[config.mk]
export PLATFORM = sky130hd
export DESIGN_NAME = vco_div_core
export DESIGN_NICKNAME = d
export VERILOG_FILES = /design/src/rtl/vcd_pkg.sv /design/src/rtl/vcd_fb_div.sv /design/src/rtl/vcd_out_div.sv /design/src/rtl/vcd_test_sel.sv /design/src/rtl/vco_div_core.sv
export SDC_FILE = /design/constraint.sdc
export NUM_CORES = 1
export LEC_CHECK = 0
export BUFFER_PORTS_ARGS = -buffer_cell sky130_fd_sc_hd__buf_4
export CAP_MARGIN = 20
export CORE_AREA = 2 2 60 62
export DETAILED_ROUTE_END_ITERATION = 16
export DIE_AREA = 0 0 62 64
export PLACE_DENSITY = 0.77
export SLEW_MARGIN = 0
export SYNTH_ARGS = -nofsm -noshare
export SYNTH_HDL_FRONTEND = slang
export SYNTH_SLANG_ARGS = --single-unit
[constraint.sdc]
create_clock -name clk_vco -period 4.8 [get_ports clk_vco]
set_input_delay 0.24 -clock clk_vco [delete_from_list [all_inputs] [get_ports clk_vco]]
set_output_delay 0.24 -clock clk_vco [all_outputs]
set_load 0.1 [all_outputs]
[src/rtl/vcd_pkg.sv]
// Shared definitions for the oscillator-rate divider block.
// Assumes a 2-bit test source code and a 2-bit output divide code.
package vcd_pkg;
    // Test pin source selection encodings
    typedef enum logic [1:0] {
        TSRC_LOW = 2'b00,
        TSRC_SER = 2'b01,
        TSRC_FB  = 2'b10,
        TSRC_OUT = 2'b11
    } tsrc_e;
endpackage

[src/rtl/vcd_fb_div.sv]
// Feedback divider: divides clk_vco by M and gives a clock that is high
// for floor(M/2) cycles of each period. M is sampled only at the terminal
// count, so a ratio change never shortens a period. M below M_MIN is clamped.
// Assumes a synchronous active-high divider reset.
module vcd_fb_div #(
    parameter int MW    = 9,
    parameter int M_MIN = 2
) (
    input  logic          clk_vco,
    input  logic          div_rst,
    input  logic [MW-1:0] m_in,
    output logic          fb_q
);
    logic [MW-1:0] cnt;
    logic [MW-1:0] m_act;
    logic [MW-1:0] m_eff;
    logic [MW-1:0] nxt_cnt;
    logic [MW-1:0] nxt_m;
    logic          at_term;

    // Clamp too-small ratios so that the counter always has two states
    always_comb begin
        m_eff = (m_in < MW'(M_MIN)) ? MW'(M_MIN) : m_in;
    end

    // Next count and ratio; a new ratio is taken only at the terminal count
    always_comb begin
        at_term = (cnt == m_act - MW'(1));
        nxt_cnt = at_term ? '0 : cnt + MW'(1);
        nxt_m   = at_term ? m_eff : m_act;
    end

    // Count register, active ratio and registered feedback level
    always_ff @(posedge clk_vco) begin
        if (div_rst) begin
            cnt   <= m_eff - MW'(1);
            m_act <= m_eff;
            fb_q  <= 1'b0;
        end else begin
            cnt   <= nxt_cnt;
            m_act <= nxt_m;
            fb_q  <= (nxt_cnt < (nxt_m >> 1));
        end
    end
endmodule

[src/rtl/vcd_out_div.sv]
// Output divider: a free-running phase counter. For a divide code k > 0 the
// output is low-active on counter bit k-1, which gives a 50% duty cycle at
// 2**k. For code 0 the gated input clock is passed through. The code is taken
// only when the counter wraps. Assumes synchronous active-high reset.
module vcd_out_div #(
    parameter int NCW = 2
) (
    input  logic           clk_vco,
    input  logic           div_rst,
    input  logic [NCW-1:0] code_in,
    output logic           out_clk
);
    localparam int PHW = (1 << NCW) - 1;

    logic [PHW-1:0] ph;
    logic [PHW-1:0] nxt_ph;
    logic [NCW-1:0] code_act;
    logic [NCW-1:0] nxt_code;
    logic           sel_bit;
    logic           div_q;
    logic           run_q;

    // Next phase and next code; the code changes only on a counter wrap
    always_comb begin
        nxt_ph   = ph + PHW'(1);
        nxt_code = (ph == {PHW{1'b1}}) ? code_in : code_act;
        sel_bit  = 1'b0;
        for (int b = 0; b < PHW; b++) begin
            if (int'(nxt_code) == b + 1) sel_bit = nxt_ph[b];
        end
    end

    // Phase counter, active code, divided level and run flag
    always_ff @(posedge clk_vco) begin
        if (div_rst) begin
            ph       <= {PHW{1'b1}};
            code_act <= code_in;
            div_q    <= 1'b0;
            run_q    <= 1'b0;
        end else begin
            ph       <= nxt_ph;
            code_act <= nxt_code;
            div_q    <= (nxt_code == '0) ? 1'b0 : ~sel_bit;
            run_q    <= 1'b1;
        end
    end

    // Divide-by-1 passes the input clock; other codes use the register
    always_comb begin
        out_clk = (code_act == '0) ? (clk_vco & run_q) : div_q;
    end
endmodule

[src/rtl/vcd_test_sel.sv]
// Test pin selector: picks low, the serial bit, the feedback clock or the
// output clock. Parallel mode forces the pin low. Purely combinational.
module vcd_test_sel (
    input  logic       par_mode,
    input  logic [1:0] sel,
    input  logic       ser_bit,
    input  logic       fb_clk,
    input  logic       out_clk,
    output logic       test_pin
);
    import vcd_pkg::*;

    // Source multiplexer with the parallel-mode override
    always_comb begin
        unique case (tsrc_e'(sel))
            TSRC_LOW: test_pin = 1'b0;
            TSRC_SER: test_pin = ser_bit;
            TSRC_FB:  test_pin = fb_clk;
            TSRC_OUT: test_pin = out_clk;
            default:  test_pin = 1'b0;
        endcase
        if (par_mode) test_pin = 1'b0;
    end
endmodule

[src/rtl/vco_div_core.sv]
// Top of the divider block: the feedback divider, the output divider that
// drives two true/complement pairs, and the test pin selector. master_rst
// resets the dividers synchronously and forces the output pairs low at once.
// The configuration inputs come from an external loader and are not
// affected by the reset.
module vco_div_core #(
    parameter int MW    = 9,
    parameter int M_MIN = 2,
    parameter int NCW   = 2
) (
    input  logic           clk_vco,
    input  logic           master_rst,
    input  logic [MW-1:0]  fb_mult,
    input  logic [NCW-1:0] out_code,
    input  logic [1:0]     test_code,
    input  logic           par_mode,
    input  logic           ser_bit,
    output logic           fb_clk,
    output logic           out_p0,
    output logic           out_n0,
    output logic           out_p1,
    output logic           out_n1,
    output logic           test_pin
);
    logic fb_raw;
    logic out_raw;
    logic out_clk;

    vcd_fb_div #(.MW(MW), .M_MIN(M_MIN)) fb_div_i (
        .clk_vco (clk_vco),
        .div_rst (master_rst),
        .m_in    (fb_mult),
        .fb_q    (fb_raw)
    );

    vcd_out_div #(.NCW(NCW)) out_div_i (
        .clk_vco (clk_vco),
        .div_rst (master_rst),
        .code_in (out_code),
        .out_clk (out_raw)
    );

    // Immediate low forcing of the divided clocks while reset is high
    always_comb begin
        fb_clk  = fb_raw & ~master_rst;
        out_clk = out_raw & ~master_rst;
    end

    // Both output pairs come from the one divided clock
    always_comb begin
        out_p0 = out_clk;
        out_n0 = ~out_clk;
        out_p1 = out_clk;
        out_n1 = ~out_clk;
    end

    vcd_test_sel test_sel_i (
        .par_mode (par_mode),
        .sel      (test_code),
        .ser_bit  (ser_bit),
        .fb_clk   (fb_clk),
        .out_clk  (out_clk),
        .test_pin (test_pin)
    );
endmodule

-- After elaboration in Yosys (flattened, before gate mapping)
Cells that the tools add are included.
- output and inout bits: 6
- logic and storage cells: 47
- flip-flop bits (word level): 26
- bits of input ports: 17
- reductions and logical operators: 5
- bitwise operators: 6
- multiplexer cells: 14
- add/subtract/negate cells: 4
- $lt $le $gt $ge: 2
- equality and inequality tests: 8
- operator list (kind ; count):
    $mux 9 ; 5
    $sub 9x1->9 const B ; 2
    $add 9x1->9 const B ; 1
    $eq 9x9->1 ; 1
    $lt 9x2->1 const B ; 1
    $lt 9x8->1 ; 1
    $eq 2x2->1 const B ; 4
    $logic_not 2->1 ; 3
    $mux 1 ; 6
    $eq 2x1->1 const B ; 2
    $mux 2 ; 2
    $pmux 1 s4 ; 1
    $add 3x1->3 const B ; 1
    $and 1x1->1 ; 3
    $eq 3x3->1 const B ; 1
    $not 1->1 ; 3
    $reduce_bool 2->1 ; 1
    $reduce_or 2->1 ; 1

-- Longest topological paths before layout
Gate-level depths: netlist of run 1.
- depth in word-level cells: 7
- depth in mapped cells: 17
- mapped depth without buffers: 15

-- Cells and area by module
A second synthesis of run 1 with hierarchy kept.
- cell total of the unflattened synthesis: 201
- area, all modules: 1871.8 µm²
- by module, submodules not included (module ; times used ; seq. area each (µm²) ; cells an instance ; area an instance (µm²)):
    vcd_fb_div ; 1 ; 390.4 ; 168 ; 1516.5
    vcd_out_div ; 1 ; 140.1 ; 25 ; 294.0
    vco_div_core ; 1 ; 0.0 ; 5 ; 33.8
    vcd_test_sel ; 1 ; 0.0 ; 3 ; 27.5

==> results of run 1 <==
[cell families after synthesis]
| kind of cell | share of synthesized area |
|---|---|
| compound gates | 0.1426 |
| xor+xnor | 0.1056 |
| fa+ha+maj | 0.08225 |
| buf+inv | 0.04318 |
| flops | 0.2906 |
| mux | 0.1179 |
| simple gates | 0.2180 |
[metrics by stage]
stage / utilization / worst slack (ps) / area, um2 / cells
3_5_place_dp: 0.6099 / 649.4 / 2003 / 268
2_1_floorplan: - / 184.7 / 1826 / 208
4_1_cts: 0.6602 / 320.4 / 2168 / 288
6_report: 0.6663 / 339.9 / 2188 / 290
5_1_grt: 0.6663 / 247.8 / 2188 / 290
3_3_place_gp: 0.6099 / 827.3 / 2003 / 268
[final timing paths]
| check | slack, ps | cells past startpoint | to |
|---|---|---|---|
| worst max-delay path | 340 | 14 | test_pin |
| worst min-delay path | 40 | 2 | fb_div_i.m_act[8]$_DFF_P_ |
| worst max register to register | 550 | 13 | fb_div_i.fb_q$_SDFF_PP0_ |
| worst min register to register | 430 | 1 | out_div_i.ph[0]$_SDFF_PP1_ |
[cell usage in the layout, fill, tap and decap left out, types with 7 or more instances in the layout]
cell type  Yosys  layout
clkbuf_4       0      17
xnor2_1        9       9
buf_4          4      22
o31ai_1        7       7
inv_1          9      10
ha_1          12      12
nand2_1       15      15
mux2_2        12      12
xor2_1        13      13
a21oi_1        8       8
nor2_1        20      20
mux2i_1        8       8
dfxtp_1       25      25
[area by class of cell]
class / instances / area, um2 / share of cell area
sequential: 26 / 530.5 / 0.2424
clock buffer: 23 / 168.9 / 0.07719
tap: 46 / 57.56 / 0.02630
clock inverter: 3 / 37.54 / 0.01715
inverter: 8 / 30.03 / 0.01372
timing repair buffer: 19 / 147.6 / 0.06747
multi-input combinational: 165 / 1216 / 0.5557
[metal layers]
layer | GRT usage | share of wire | vias up
li1 | - | - | 817
met1 | 0.3096 | 0.42 | 747
met2 | 0.3737 | 0.49 | 68
met3 | 0.1437 | 0.056 | 20
met4 | 0.2287 | 0.032 | 0
met5 | 0 | 0 | -
[sequential cells by signal (all words and copies together), names as in the netlist]
name and count:
out_div_i.ph 3, fb_div_i.m_act 9, out_div_i.run_q 1, out_div_i.div_q 1, fb_div_i.cnt 9, fb_div_i.fb_q 1, out_div_i.code_act 2
[critical path, cell delays in order]
cell and delay [ps]:
clkbuf_4 100, clkbuf_4 110, clkbuf_4 110, clkbuf_4 120
clkbuf_4 130, clkbuf_4 120, nand3_1 70, a21oi_1 80
clkbuf_4 160, clkbuf_4 130, mux2_2 250, a21oi_1 140
nor2_1 50, buf_4 220
[power groups by stage]
stage               clock [mW]  combinational (mW)  sequential [mW]
finish                   0.318               0.200            0.278
global route             0.343               0.225            0.281
CTS                      0.322               0.197            0.277
detailed placement      0.0597               0.194            0.282
global placement        0.0597               0.190            0.281
floorplan               0.0549               0.151            0.270
==> summary.txt, run 1 <==
Outcome
  – Status: completed

Placed design
  – RePlAce Congestion: 0.9132
  – Post-DP HPWL: 3214 um
  – IO buf count: 22

Floorplanning
  – Row cnt: 21
  – Full die area: 0.003968 mm2
  – Die height: 64 um
  – DIE WIDTH: 62 um
  – Core area: 0.003284 mm2
  – Starting Density: 0.5558
  – Ports: 23

Global routing
  – Pin count of the biggest net entering global routing: 25
  – Global route total overflow: 0
  – Antenna violations before repair: 0
  – GRT Total Usage: 0.2766
  – Vias in the first global route: 1,626
  – Global-route wire length before repair: 7396 um

Final layout
  – Number of diodes: 0
  – Final-stage net count: 273
  – Layout cell share with drive strength beyond 1: 0.2459
  – Area Growth Syn to Fin: 19.88%
  – # fillers: 265

Yosys
  – Yosys top cell by area: dfxtp_1
  – Mapped Nets: 237
  – Mapped cell area: 0.001826 mm2
  – Syn. warnings: 0
  – Number of synthesized flops with an enable pin: 1
  – Sequential-to-total area share from yosys stat: 0.2906
  – Top post-synthesis cells by count: 25 x dfxtp_1, 20 x nor2_1, 15 x nand2_1
  – Most numerous cell in the Yosys netlist: dfxtp_1
  – Synth top area cells: dfxtp_1 27%, ha_1 8.2%, mux2_2 7.4%, xor2_1 6.2%, mux2i_1 4.4%
  – Synth Flop Type: dfxtp_1
  – FF+latch count, synth: 26
  – Yosys cell types: 46
  – Synthesized netlist cell count: 208
  – Syn avg cell area: 8.776 um2
  – Top cell type's share of synthesized area: 0.2742
  – Synth async-reset ratio: 0

Worst setup path
  – Worst setup EP type: output pin
  – Crit. Startpoint: clk_vco
  – Setup CP Type: clock port to output pin
  – Arrival @ worst endpoint: 4220 ps
  – Worst EP required: 4560 ps
  – Critical R2R Launch: fb_div_i.m_act[0]$_DFFE_PP_
  – Worst Path Max Fanout: 2
  – Critical path startpoint category: clock port

Power and ir drop
  – Internal power: 0.5110 mW
  – Switching share of power: 0.3576
  – Pleak: 0.9952 nW
  – Pwr Total: 0.7955 mW
  – Power density cells: 363.5 mW/mm2
  – Peak supply drop: 0.0002974 V
  – Clock group share of total power: 0.399
  – P_sw: 0.2845 mW
  – Combinational power share: 0.251
  – Seq pwr share: 0.349

Timing
  – Hold WS: 39.93 ps
  – Slew Limit Fails: 0
  – Final setup viols: 0
  – Worst slew pin tran: 710.1 ps
  – Setup TNS: 0 ps
  – Max-Slew Margin vs Limit: 0.5204
  – Clock Skews: 14.12 ps
  – RSZ-0062 raised after global routing: no
  – Final Hold Fails: 0

Drt
  – Drt via density: 5.697
  – Routed Wire Length: 4554 um
  – Wirelength per Cell: 15.70 um
  – Initial DRC count: 90
  – Router iterations before antenna repair: 5
  – Routed vias: 1,652
  – DRC: 0
  – Post-route ant nets: 0

Clocking
  – Clock latency on the worst-skew pair: 450 ps
  – TritonCTS clock tree: built
  – CTS Hold Bufs: 0
  – Postcts setup bufs: 0
  – Post-CTS sizing: 0
  – Worst-path clk slew: 160 ps

Flow run
  – Max Cap Viol: 0

Hold path
  – Hold_sp: fb_mult[8]
  – Type of the most critical hold path: primary input to flip-flop
Power figures use the tool's default switching activity.
==> inputs of run 2 (changes only) <==
--- a/config.mk
+++ b/config.mk
@@ -5,12 +5,13 @@
 export SDC_FILE = /design/constraint.sdc
 export NUM_CORES = 1
 export LEC_CHECK = 0
+export ABC_AREA = 1
 export BUFFER_PORTS_ARGS = -buffer_cell sky130_fd_sc_hd__buf_4
 export CAP_MARGIN = 20
 export CORE_AREA = 2 2 60 62
 export DETAILED_ROUTE_END_ITERATION = 16
 export DIE_AREA = 0 0 62 64
-export PLACE_DENSITY = 0.77
+export PLACE_DENSITY = 0.78
 export SLEW_MARGIN = 0
 export SYNTH_ARGS = -nofsm -noshare
 export SYNTH_HDL_FRONTEND = slang
==> summary.txt, run 2 <==
Worst setup path
  – Setup CP Type: clock port to output pin
  – Critical path startpoint category: clock port
  – Worst setup EP type: output pin
  – Arrival @ worst endpoint: 4290 ps (+70 ps)
  – Worst Path Max Fanout: 2 (unchanged)
  – Worst EP required: 4560 ps (about the same)

Placed design
  – DP Cell Count: 348 (+30%)
  – RePlAce Congestion: 0.8589 (-5.9%)
  – IO buf count: 22 (unchanged)
  – Placed cell areas: 0.002046 mm2 (+2.1%)
  – Post-DP HPWL: 3192 um (-0.66%)

Drt
  – Routed vias: 1,886 (+14%)
  – Router iterations before antenna repair: 4 (-1)
  – Wirelength per Cell: 12.27 um (-22%)
  – Routed Wire Length: 4515 um (-0.86%)
  – Drt via density: 5.125 (-10%)
  – DRC: 0 (unchanged)
  – Post-route ant nets: 0 (unchanged)
  – Initial DRC count: 104 (+16%)

Clocking
  – Worst-path clk slew: 140 ps (-20 ps)
  – Post-CTS sizing: 0 (unchanged)
  – Clock latency on the worst-skew pair: 420 ps (-30 ps)
  – Postcts setup bufs: 0 (unchanged)
  – CTS Hold Bufs: 0 (unchanged)
  – TritonCTS clock tree: built

Power and ir drop
  – Pleak: 1.194 nW (+20%)
  – Peak supply drop: 0.0002710 V (-8.9%)
  – Power density cells: 343.3 mW/mm2 (-5.6%)

Global routing
  – M3 GR Usage: 0.1134 (-0.03036)
  – Met1 Usage GRT: 0.2946 (-0.01498)
  – Global route total overflow: 0 (unchanged)
  – Global-route wire length before repair: 7569 um (+2.3%)
  – M2 GR Usage: 0.3971 (+0.02344)
  – GRT busiest layer: met2
  – Antenna violations before repair: 0 (unchanged)
  – Pin count of the biggest net entering global routing: 27 (+8.0%)
  – Vias in the first global route: 1,871 (+15%)
  – GRT Total Usage: 0.2686 (-0.007994)

Final layout
  – Non-filler cells, final: 368 (+27%)
  – Number of diodes: 0 (unchanged)
  – Most common cell after layout, fill and taps aside: nand2_1
  – Final Cell Area: 0.002208 mm2 (+0.91%)
  – Final core utilization: 0.6724 (+0.006095)
  – Final-stage net count: 351 (+29%)
  – Top Registers: fb_div_i.cnt x9, fb_div_i.m_act x9, out_div_i.ph x3
  – Area Growth Syn to Fin: 17.90%
  – Layout cell share with drive strength beyond 1: 0.1677 (-0.07820)
  – Commonest cells after routing, fill and taps aside: 77 x nand2_1, 45 x inv_1, 25 x dfxtp_1, 22 x buf_4, 21 x nand3_1

Yosys
  – Mapped Nets: 316 (+33%)
  – Synth Flop Type: dfxtp_1
  – Mapped cell area: 0.001873 mm2 (+2.6%)
  – Most numerous cell in the Yosys netlist: nand2_1
  – FF+latch count, synth: 26 (unchanged)
  – Synth async-reset ratio: 0 (unchanged)
  – Top cell type's share of synthesized area: 0.2672 (-0.006959)
  – Number of synthesized flops with an enable pin: 1 (unchanged)
  – Syn. warnings: 0 (unchanged)
  – Synth top area cells: dfxtp_1 27%, nand2_1 15%, inv_1 8.8%, ha_1 8.0%, nand3_1 5.6%
  – Yosys top cell by area: dfxtp_1
  – Yosys cell types: 31 (-33%)
  – Sequential-to-total area share from yosys stat: 0.2832 (-0.007377)
  – Top post-synthesis cells by count: 77 x nand2_1, 44 x inv_1, 25 x dfxtp_1
  – Synthesized netlist cell count: 287 (+38%)
  – Syn avg cell area: 6.526 um2 (-26%)

Timing
  – Max-Slew Margin vs Limit: 0.7101 (+0.1897)
  – Slew Limit Fails: 0 (unchanged)
  – RSZ-0062 raised after global routing: no
  – Setup TNS: 0 ps (unchanged)
  – Clock Skews: 5.186 ps (-8.932 ps)
  – Worst slew pin tran: 434.3 ps (-275.8 ps)
  – Final Hold Fails: 0 (unchanged)
  – Final setup viols: 0 (unchanged)

Floorplanning
  – Core area: 0.003284 mm2 (unchanged)
  – Full die area: 0.003968 mm2 (unchanged)
  – Starting Density: 0.5703 (+0.01448)
  – Ports: 23 (unchanged)
  – Row cnt: 21 (unchanged)
  – Die height: 64 um (unchanged)
  – DIE WIDTH: 62 um (unchanged)

Flow run
  – Max Cap Viol: 0 (unchanged)

Hold path
  – Type of the most critical hold path: primary input to flip-flop

Outcome
  – Status: completed
==> run 2: kinds of logic after synthesis <==
logic type	after synthesis	share of synthesized area
compound gates	41	0.1162
xor+xnor	16	0.07481
fa+ha+maj	12	0.08016
buf+inv	53	0.1189
flops	26	0.2832
mux	1	0.005344
simple gates	138	0.3213
==> run 2: path summary, 6_finish.rpt <==
path	start	endpoint	slack [ps]	cells past startpoint
hold reg to reg	out_div_i.ph[0]$_SDFF_PP1_	out_div_i.ph[0]$_SDFF_PP1_	440	1
setup reg to reg	fb_div_i.m_act[0]$_DFFE_PP_	fb_div_i.fb_q$_SDFF_PP0_	2060	17
hold / removal	out_code[0]	out_div_i.code_act[0]$_DFF_P_	10	3
setup / recovery	clk_vco	test_pin	270	16
==> run 2: routing by layer <==
layer | up-vias | wire length, um
li1 | 981 | -
met4 | 0 | 136
met1 | 827 | 2011
met5 | - | 0
met2 | 59 | 2157
met3 | 19 | 209
==> run 2: metrics by stage <==
step	hold slack (ps)	setup WS (ps)	power, mW
final	12.37	266.9	0.7582
after global routing	9.352	176.2	0.8128
after CTS	9.241	275.7	0.7625
after detailed placement	405.0	1432	0.5402
after global placement	401.6	1433	0.5339
after floorplan	343.8	238.9	0.4835
==> run 2: cell type report <==
type                    count  area (um2)
clock buffers              23       178.9
clock inverters             4       28.78
fillers                   306        1076
inverters                  44       165.2
multi-input cells         208        1120
flip-flops and latches     26       530.5
well taps                  46       57.56
repair buffers             17       127.6
==> run 2: critical path: stages <==
cell	delay (ps)
clkbuf_4	110
clkbuf_4	120
clkbuf_4	120
clkbuf_4	120
clkbuf_4	120
clkbuf_4	130
nand2_1	70
nand2_1	60
nand2_1	110
clkbuf_4	150
clkbuf_4	130
a21oi_1	80
a31oi_1	200
or2_2	150
inv_1	30
buf_4	220
==> run 2: power by group <==
group | internal, mW | leakage (nW) | switching (mW)
logic | 0.0819 | 0.812 | 0.119
registers | 0.244 | 0.220 | 0.0231
clock network | 0.140 | 0.161 | 0.151
total | 0.465 | 1.19 | 0.293
==> inputs of run 3 (changes only) <==
--- a/config.mk
+++ b/config.mk
@@ -8,10 +8,9 @@
 export ABC_AREA = 1
 export BUFFER_PORTS_ARGS = -buffer_cell sky130_fd_sc_hd__buf_4
 export CAP_MARGIN = 20
-export CORE_AREA = 2 2 60 62
+export CORE_AREA = 2 2 81 83
 export DETAILED_ROUTE_END_ITERATION = 16
-export DIE_AREA = 0 0 62 64
-export PLACE_DENSITY = 0.78
+export DIE_AREA = 0 0 83 85
 export SLEW_MARGIN = 0
 export SYNTH_ARGS = -nofsm -noshare
 export SYNTH_HDL_FRONTEND = slang
==> summary.txt, run 3 (synthesized netlist as in run 2, its figures left out) <==
Worst setup path
  – Critical Path End: test_pin
  – Critical path cell sequence: clkbuf_8 -> clkbuf_8 -> clkbuf_8 -> clkbuf_8 -> clkbuf_8 -> nand2_1 -> nand2_1 -> nand2_1 -> clkbuf_8 -> clkbuf_8 -> a21oi_1 -> a31oi_1 -> or2_2 -> inv_1 -> buf_4
  – Crit path buffers/inverters: 9 (-1)
  – Reg2Reg Capture Point: fb_div_i.fb_q$_SDFF_PP0_
  – Crit. path cell count: 15 (-1)
  – Largest delay contributor family on the critical path: buffers and inverters
  – Worst EP required: 4560 ps (about the same)
  – Setup CP Type: clock port to output pin
  – Worst setup EP type: output pin
  – Top cell by count, worst path: clkbuf_8
  – Worst r2r path cells: 17 (unchanged)
  – CP max stage cell: buf_4
  – Worst Path Max Fanout: 2 (unchanged)
  – Critical R2R Launch: fb_div_i.m_act[0]$_DFFE_PP_
  – R2r setup slk: 2010 ps (-50 ps)
  – Critical path startpoint category: clock port
  – Arrival @ worst endpoint: 4050 ps (-240 ps)
  – Crit. Startpoint: clk_vco
  – Worst path max stage delay: 220 ps (about the same)

Timing
  – Final setup viols: 0 (unchanged)
  – Worst slew pin tran: 449.3 ps (+15.04 ps)
  – Setup TNS: 0 ps (unchanged)
  – Clock Skews: 1.557 ps (-3.629 ps)
  – Final Hold Fails: 0 (unchanged)
  – Max-Slew Margin vs Limit: 0.6993 (-0.01081)
  – Slew Limit Fails: 0 (unchanged)
  – RSZ-0062 raised after global routing: no

Final layout
  – Number of diodes: 0 (unchanged)
  – Footprint of the multi-input gates: 0.001120 mm2 (unchanged)
  – Layout cell share with drive strength beyond 1: 0.1651 (-0.002593)
  – Final-stage net count: 350 (-0.28%)
  – Area Growth Syn to Fin: 25.52%
  – Commonest cells after routing, fill and taps aside: 77 x nand2_1, 45 x inv_1, 25 x dfxtp_1, 22 x buf_4, 21 x nand3_1
  – # fillers: 638 (+110%)
  – Register area: 530.5 um2 (unchanged)
  – Most common cell after layout, fill and taps aside: nand2_1
  – Top Registers: fb_div_i.cnt x9, fb_div_i.m_act x9, out_div_i.ph x3

Global routing
  – GRT Total Usage: 0.1602 (-0.1084)
  – Global route total overflow: 0 (unchanged)
  – Vias in the first global route: 2,014 (+7.6%)
  – Global-route wire length before repair: 9294 um (+23%)
  – Antenna violations before repair: 0 (unchanged)
  – Pin count of the biggest net entering global routing: 27 (unchanged)

Clocking
  – Clock latency on the worst-skew pair: 380 ps (-40 ps)
  – Postcts setup bufs: 0 (unchanged)
  – CTS Hold Bufs: 0 (unchanged)
  – TritonCTS clock tree: built
  – Post-CTS sizing: 0 (unchanged)
  – Worst-path clk slew: 100 ps (-40 ps)

Placed design
  – Post-DP HPWL: 3405 um (+6.7%)
  – RePlAce Congestion: 0.8137 (-5.3%)
  – IO buf count: 22 (unchanged)

Floorplanning
  – Ports: 23 (unchanged)
  – Core area: 0.006205 mm2 (+89%)
  – Die height: 85 um (+33%)
  – Row cnt: 29 (+38%)
  – DIE WIDTH: 83 um (+34%)
  – Starting Density: 0.3019 (-0.2684)
  – Full die area: 0.007055 mm2 (+78%)

Drt
  – Drt via density: 4.613 (-10%)
  – DRC: 0 (unchanged)
  – Routed vias: 1,836 (-2.7%)
  – Wirelength per Cell: 12.17 um (-0.84%)
  – Routed Wire Length: 4842 um (+7.2%)
  – Initial DRC count: 82 (-21%)
  – Post-route ant nets: 0 (unchanged)
  – Router iterations before antenna repair: 4 (unchanged)

Power and ir drop
  – Peak supply drop: 0.0003118 V (+15%)
  – Power density cells: 371.0 mW/mm2 (+8.1%)
  – Pleak: 1.238 nW (+3.7%)
  – Pwr Total: 0.8723 mW (+15%)

Outcome
  – Status: completed

Flow run
  – Max Cap Viol: 0 (unchanged)

Hold path
  – Type of the most critical hold path: primary input to flip-flop
[run 3: cell types whose count changed in the layout (fill, tap and decap cells not counted), sizes merged]
cell	before	now
clkbuf	18	17
[run 3: cell type report]
class                   instances  area share
multi-input cells             208      0.4763
well taps                      77     0.04098
clock buffers                  22      0.1203
repair buffers                 17     0.05428
flip-flops and latches         26      0.2257
inverters                      44     0.07025
clock inverters                 4     0.01224
[run 3: how the worst min path moves through the flow]
stage	start	slack [ps]	to	cells after the start
global route	out_code[1]	80	out_div_i.code_act[1]$_DFF_P_	3
detailed placement	out_div_i.ph[0]$_SDFF_PP1_	410	out_div_i.ph[0]$_SDFF_PP1_	1
global placement	out_div_i.ph[0]$_SDFF_PP1_	400	out_div_i.ph[0]$_SDFF_PP1_	1
finish	out_code[0]	70	out_div_i.code_act[0]$_DFF_P_	3
CTS	out_code[0]	60	out_div_i.code_act[0]$_DFF_P_	3
floorplan	master_rst	340	out_div_i.ph[2]$_SDFF_PP1_	1
[run 3: routing by layer]
metal | track usage | wire (um)
met3 | 0.04767 | 202
met4 | 0.08793 | 144
met2 | 0.2529 | 2185
met1 | 0.1961 | 2309
met5 | 0 | 0
[run 3: worst register-to-register path: stages, from the launching register on]
cell and delay [ps]:
edfxtp_1 420, inv_1 110, ha_1 270, nand2_1 120, nor2_1 100, nand2_1 50, nand2_1 60, nand2_1 60
nor2_2 160, nand3_4 250, nand3_1 190, inv_1 60, ha_1 280, a21oi_1 130, nor3_1 60, a211oi_1 200
nand2_1 100, a21oi_1 120
[run 3: stage by stage]
| step | setup slack (ps) | hold WS [ps] | util | cell area, um2 | instances |
|---|---|---|---|---|---|
| after floorplan | 238.9 | 343.8 | - | 1873 | 287 |
| after global placement | 1433 | 404.8 | 0.3360 | 2085 | 379 |
| after detailed placement | 1432 | 408.0 | 0.3360 | 2085 | 379 |
| after CTS | 455.5 | 62.45 | 0.3789 | 2351 | 398 |
| after global routing | 371.4 | 80.36 | 0.3789 | 2351 | 398 |
| final | 505.8 | 66.11 | 0.3789 | 2351 | 398 |
[run 3: where the power goes]
part / internal [mW] / switching, mW
clock: 0.237 / 0.166
sequential: 0.243 / 0.0227
combinational: 0.0819 / 0.121
total: 0.562 / 0.310
